File: config.mk
export PLATFORM = sky130hd
export DESIGN_NAME = therm_flash_enc
export DESIGN_NICKNAME = d
export VERILOG_FILES = /design/src/rtl/therm_enc_pkg.sv /design/src/rtl/te_sample.sv /design/src/rtl/te_locate.sv /design/src/rtl/te_decode.sv /design/src/rtl/therm_flash_enc.sv
export SDC_FILE = /design/constraint.sdc
export NUM_CORES = 1
export LEC_CHECK = 0
export BUFFER_PORTS_ARGS = -buffer_cell sky130_fd_sc_hd__buf_2
export CORE_MARGIN = 2
export CORE_UTILIZATION = 55
export DETAILED_ROUTE_END_ITERATION = 10
export GPL_TIMING_DRIVEN = 0
export MAX_ROUTING_LAYER = met4
export PLACE_DENSITY_LB_ADDON = 0.25
export SYNTH_ARGS = -nofsm -noshare
export SYNTH_HDL_FRONTEND = slang
export SYNTH_HIERARCHICAL = 1
export SYNTH_SLANG_ARGS = --single-unit
File: constraint.sdc
create_clock -name clk -period 2.2 [get_ports clk]
set_input_delay 0.44 -clock clk [delete_from_list [all_inputs] [get_ports clk]]
set_output_delay 0.44 -clock clk [all_outputs]
set_load 0.01 [all_outputs]
File: src/rtl/therm_enc_pkg.sv
package therm_enc_pkg;

  parameter int unsigned TE_DEF_BITS = 4;

  // Gray to binary on a wide word; callers slice the low bits they need.
  function automatic logic [31:0] te_gray2bin(input logic [31:0] g);
    logic [31:0] b;
    b[31] = g[31];
    for (int i = 30; i >= 0; i--) begin
      b[i] = b[i+1] ^ g[i];
    end
    return b;
  endfunction

  function automatic logic [31:0] te_bin2gray(input logic [31:0] b);
    return b ^ (b >> 1);
  endfunction

endpackage

File: src/rtl/te_sample.sv
module te_sample #(
  parameter int unsigned M = 15
) (
  input  logic         clk,
  input  logic         rst_n,
  input  logic         en_i,
  input  logic [M-1:0] therm_i,
  output logic [M-1:0] samp_o,
  output logic         vld_o
);
  // Sole reader of the raw comparator lines.
  always_ff @(posedge clk or negedge rst_n) begin
    if (!rst_n) begin
      samp_o <= '0;
      vld_o  <= 1'b0;
    end else begin
      vld_o <= en_i;
      if (en_i) samp_o <= therm_i;
    end
  end
endmodule

File: src/rtl/te_locate.sv
module te_locate
  import therm_enc_pkg::*;
#(
  parameter int unsigned N = TE_DEF_BITS,
  localparam int unsigned M = (1 << N) - 1
) (
  input  logic         clk,
  input  logic         rst_n,
  input  logic         vld_i,
  input  logic [M-1:0] samp_i,
  output logic [N-1:0] gray_o,
  output logic         bub_o,
  output logic         vld_o
);
  logic [M+1:0] ext;
  logic [M:1]   hit;
  logic [N-1:0] idx;
  logic         dirty;
  logic [31:0]  gw;

  // Pad with an implied 1 below and an implied 0 above the vector.
  assign ext = {1'b0, samp_i, 1'b1};

  genvar k;
  generate
    for (k = 1; k <= M; k++) begin : g_win
      assign hit[k] = ext[k-1] & ext[k] & ~ext[k+1];
    end
  endgenerate

  always_comb begin
    idx = '0;
    for (int p = 1; p <= M; p++) begin
      if (hit[p]) idx = N'(p);
    end
  end

  always_comb begin
    dirty = 1'b0;
    for (int p = 1; p < M; p++) begin
      if (samp_i[p] && !samp_i[p-1]) dirty = 1'b1;
    end
  end

  assign gw = te_bin2gray(32'(idx));

  always_ff @(posedge clk or negedge rst_n) begin
    if (!rst_n) begin
      gray_o <= '0;
      bub_o  <= 1'b0;
      vld_o  <= 1'b0;
    end else begin
      vld_o <= vld_i;
      if (vld_i) begin
        gray_o <= gw[N-1:0];
        bub_o  <= dirty;
      end
    end
  end
endmodule

File: src/rtl/te_decode.sv
module te_decode
  import therm_enc_pkg::*;
#(
  parameter int unsigned N = TE_DEF_BITS
) (
  input  logic         clk,
  input  logic         rst_n,
  input  logic         vld_i,
  input  logic [N-1:0] gray_i,
  input  logic         bub_i,
  output logic [N-1:0] code_o,
  output logic         bub_o,
  output logic         vld_o
);
  logic [31:0] bw;
  assign bw = te_gray2bin(32'(gray_i));

  always_ff @(posedge clk or negedge rst_n) begin
    if (!rst_n) begin
      code_o <= '0;
      bub_o  <= 1'b0;
      vld_o  <= 1'b0;
    end else begin
      vld_o <= vld_i;
      if (vld_i) begin
        code_o <= bw[N-1:0];
        bub_o  <= bub_i;
      end
    end
  end
endmodule

File: src/rtl/therm_flash_enc.sv
module therm_flash_enc
  import therm_enc_pkg::*;
#(
  parameter int unsigned N = TE_DEF_BITS,
  localparam int unsigned M = (1 << N) - 1
) (
  input  logic         clk,
  input  logic         rst_n,
  input  logic         smp_en,
  input  logic [M-1:0] smp_therm,
  output logic         smp_valid,
  output logic [N-1:0] smp_code,
  output logic         smp_bubble
);
  logic [M-1:0] s1_vec;
  logic         s1_vld;
  logic [N-1:0] s2_gray;
  logic         s2_bub;
  logic         s2_vld;

  te_sample #(.M(M)) u_sample (
    .clk(clk), .rst_n(rst_n), .en_i(smp_en), .therm_i(smp_therm),
    .samp_o(s1_vec), .vld_o(s1_vld)
  );

  te_locate #(.N(N)) u_locate (
    .clk(clk), .rst_n(rst_n), .vld_i(s1_vld), .samp_i(s1_vec),
    .gray_o(s2_gray), .bub_o(s2_bub), .vld_o(s2_vld)
  );

  te_decode #(.N(N)) u_decode (
    .clk(clk), .rst_n(rst_n), .vld_i(s2_vld), .gray_i(s2_gray), .bub_i(s2_bub),
    .code_o(smp_code), .bub_o(smp_bubble), .vld_o(smp_valid)
  );
endmodule

==> results.md <==
* Sw frac at between 20% and 30%
* First-pass GRT wire length at around 5.0 mm
* Total CTS buffers at 3
* Period utilisation layout at around 84%
* Die area at 3160 um2
* Worst path arrival time at 2.13 ns
* Total congestion overflow at 0
* Net count reported at finish at 181
* Clock power frac at 24.6%
* Worst-margin pin slew at 0.621 ns
* Post-synth cell types at 40
* Unrepaired setup endpoints after global routing: no
* Drt via density at 5.91
* Crit. End Element: register
* Routability cong. at 0.883
* Combinational fraction of design power at 27.0%
* Yosys reg bits at 28
* Cts hold-fix bufs at 0
* Fmax at 539 MHz
* Synth top area cells: dfrtp_1, mux2_4, mux2_2
* Sequential area share after synthesis at 46.7%
* VDD IR-drop max at 0.566 mV
* Status: finished clean
* Critical path class: register to register
* Syn avg cell area at 11.1 um2
* Critical path's slowest cell: o21ai_0
* CTS tree: yes
* Pwr/cell area at 812 nW/um2
* Clk pin slew, worst setup/hold paths at 0.15 ns
* Boundary Pins at 24
* Met1 usage at a little over a quarter
* Final Instance Area at 1700 um2
* Num rows at 18
* Layout Skew at 0.000928 ns
* TritonRoute pass-1 iters at 4
* Post-CTS sizing at 0
* Met3 usage at 2.56%
* Via count at 1134
* Syn Nets at 153
* LEAKAGE at 0.762 nW
* DRT iter0 DRCs at 24
* Worst EP required at 2.47 ns
* CTS Sinks at 28
* DRC errors left at 0
* Final Hold Vio Count at 0
* Post-layout min period at about 1.9 ns
* Post-synth EDFFs at 0
* Net Sw Power at 0.407 mW
* Fin cells at 192
* Post-DP HPWL at approximately 2.0 mm
* Global Route met2 Usage at between 30% and 40%
* Drt wl/cell at 15.2 um
* Top-count cell post-synth: dfrtp_1
* Slowest cell delay on critical path at about 0.45 ns
* Synthesized cell area at 1500 um2
* Antenna-violating nets left at 0
* Max Slew Vio Count at 0
* CORE AREA at 2520 um2
* Largest net degree at the start of global routing at 29
* CP max FO at 9
* Max Cap Viol at 0
* Area Overhead vs Synth at 13.7%
* Clock Tree Root: clkbuf_4
* Area leader, netlist: dfrtp_1
* Antenna violations before repair at 0
* Dpl cell area at approximately 1700 um2
* Total Wirelength at 2.91 mm
* Gate Count Post-Synth at about 140
* Reg power frac at 48.4%
* Startpoint types: register
* Post-synth ARST share at 100%
* Post-Place Cells at 188
* Final hold slack at 0.0937 ns
* Setup_tns at 0 ns
* Max-slew headroom at 58.6%
* Max Buffers Root-to-Sink at 2
* Setup bufs post-CTS at 0
* Share of post-route cells with drive strength above 1 at approximately a third
* Layer carrying the most global-route usage: met2
* Vias in the first global route at 1124
* Chip height at 56.2 um
* Most used DFF post-synth: dfrtp_1
* Worst min-delay path category: input pin to async pin
* GRT Total Usage at 20.2%
* Antenna diode count at 0
* H-tree depth at 1
* Die X at roughly 56 um
* Setup-failing EPs final at 0
* Cell Int Power at ~0.98 mW
* Filler cells at roughly 220
* Commonest cells in the netlist: dfrtp_1, mux2_4, nand2_1
* Total power at 1.38 mW
* YS warnings at 6
* Synth top area share at 46.7%
* Initial Utilization at 59.4%
* CP Cell Sequence: buf_4, o21ai_0, o21ai_1, a211oi_1, o22ai_1, a31oi_1
* Clk Latency, worst-skew pair at ~0.33 ns
* Number of I/O port buffers at 23
-- layout make-up --
cell class	count	area (um2)	area share [%]
Buffer	5	51.3	3.01
Clock buffer	3	22.5	1.32
Timing Repair Buffer	23	115	6.75
Tap cell	30	37.5	2.20
Inverter	6	22.5	1.32
Clock inverter	1	30.0	1.76
Multi-Input combinational cell	96	724	42.5
Sequential cell	28	701	41.1
-- through the flow --
step,utilization (%),setup WS [ns]
global route,67.6,0.263
detailed placement,65.5,0.490
floorplan,-,0.662
CTS,67.6,0.459
finish,67.6,0.344
global placement,65.5,0.547
-- cells in the final DEF, fill, tap and decap left out, drive strengths merged, types with 3 or more instances in the layout --
cell type | netlist | routed
inv | 6 | 6
o22ai | 4 | 4
dfrtp | 28 | 28
clkbuf | 0 | 3
nor2 | 6 | 6
buf | 5 | 28
mux2 | 18 | 18
nand2 | 11 | 11
nand2b | 6 | 6
o21ai | 11 | 11
xnor2 | 5 | 5
a21oi | 8 | 8
nand3 | 3 | 3
-- flip-flops by register name, indices dropped and copies added, names as in the netlist --
register / flops
u_sample/vld_o: 1
u_sample/samp_o: 15
u_decode/vld_o: 1
u_decode/bub_o: 1
u_locate/gray_o: 4
u_decode/code_o: 4
u_locate/vld_o: 1
u_locate/bub_o: 1
-- path summary, 6_finish.rpt --
check	from	slack (ns)	end	cells after the start
setup / recovery	u_sample/samp_o[10]	0.34	u_locate/gray_o[0]	6
hold / removal	rst_n	0.09	u_sample/samp_o[9]	1
setup reg to reg	u_sample/samp_o[10]	0.34	u_locate/gray_o[0]	6
hold reg to reg	u_locate/vld_o	0.39	u_decode/vld_o	0
max in group asynchronous	rst_n	1.71	u_locate/gray_o[3]	1
min in group clk	smp_en	0.22	u_sample/vld_o	1
-- metal layers --
| layer | wire length, um | up-vias | part of all wire (%) |
|---|---|---|---|
| met3 | 129 | 8 | 4.4 |
| met5 | 0 | - | 0 |
| met2 | 1420 | 36 | 49 |
| met4 | 62 | 0 | 2.1 |
| met1 | 1290 | 545 | 44 |
| li1 | - | 545 | - |
-- power groups by stage --
stage / sequential, mW / clock [mW] / combinational [mW]
3_5_place_dp: 0.680 / 0 / 0.369
4_1_cts: 0.670 / 0.350 / 0.374
5_1_grt: 0.682 / 0.365 / 0.412
3_3_place_gp: 0.674 / 0 / 0.358
2_1_floorplan: 0.676 / 0 / 0.264
6_report: 0.670 / 0.341 / 0.374
-- worst max-delay path: cells and delay by family (launching register included) --
kind | cells | cell delay, ns
compound gates | 5 | 1.21
flops | 1 | 0.42
buf+inv | 1 | 0.17
-- kinds of logic (layout without fill, tap and decap cells) --
group                     count (synthesis)  count (layout)  share of synthesized area [%]
and+or+nand+nor                          32              32                           10.4
muxes                                    19              19                           16.9
DFF                                      28              28                           46.7
xor gates and xnor gates                  5               5                           3.42
AOI/OAI and AO/OA                        40              40                           17.6
buffers and inverters                    11              38                           4.92
No activity file was read; power rests on OpenSTA's default activity.
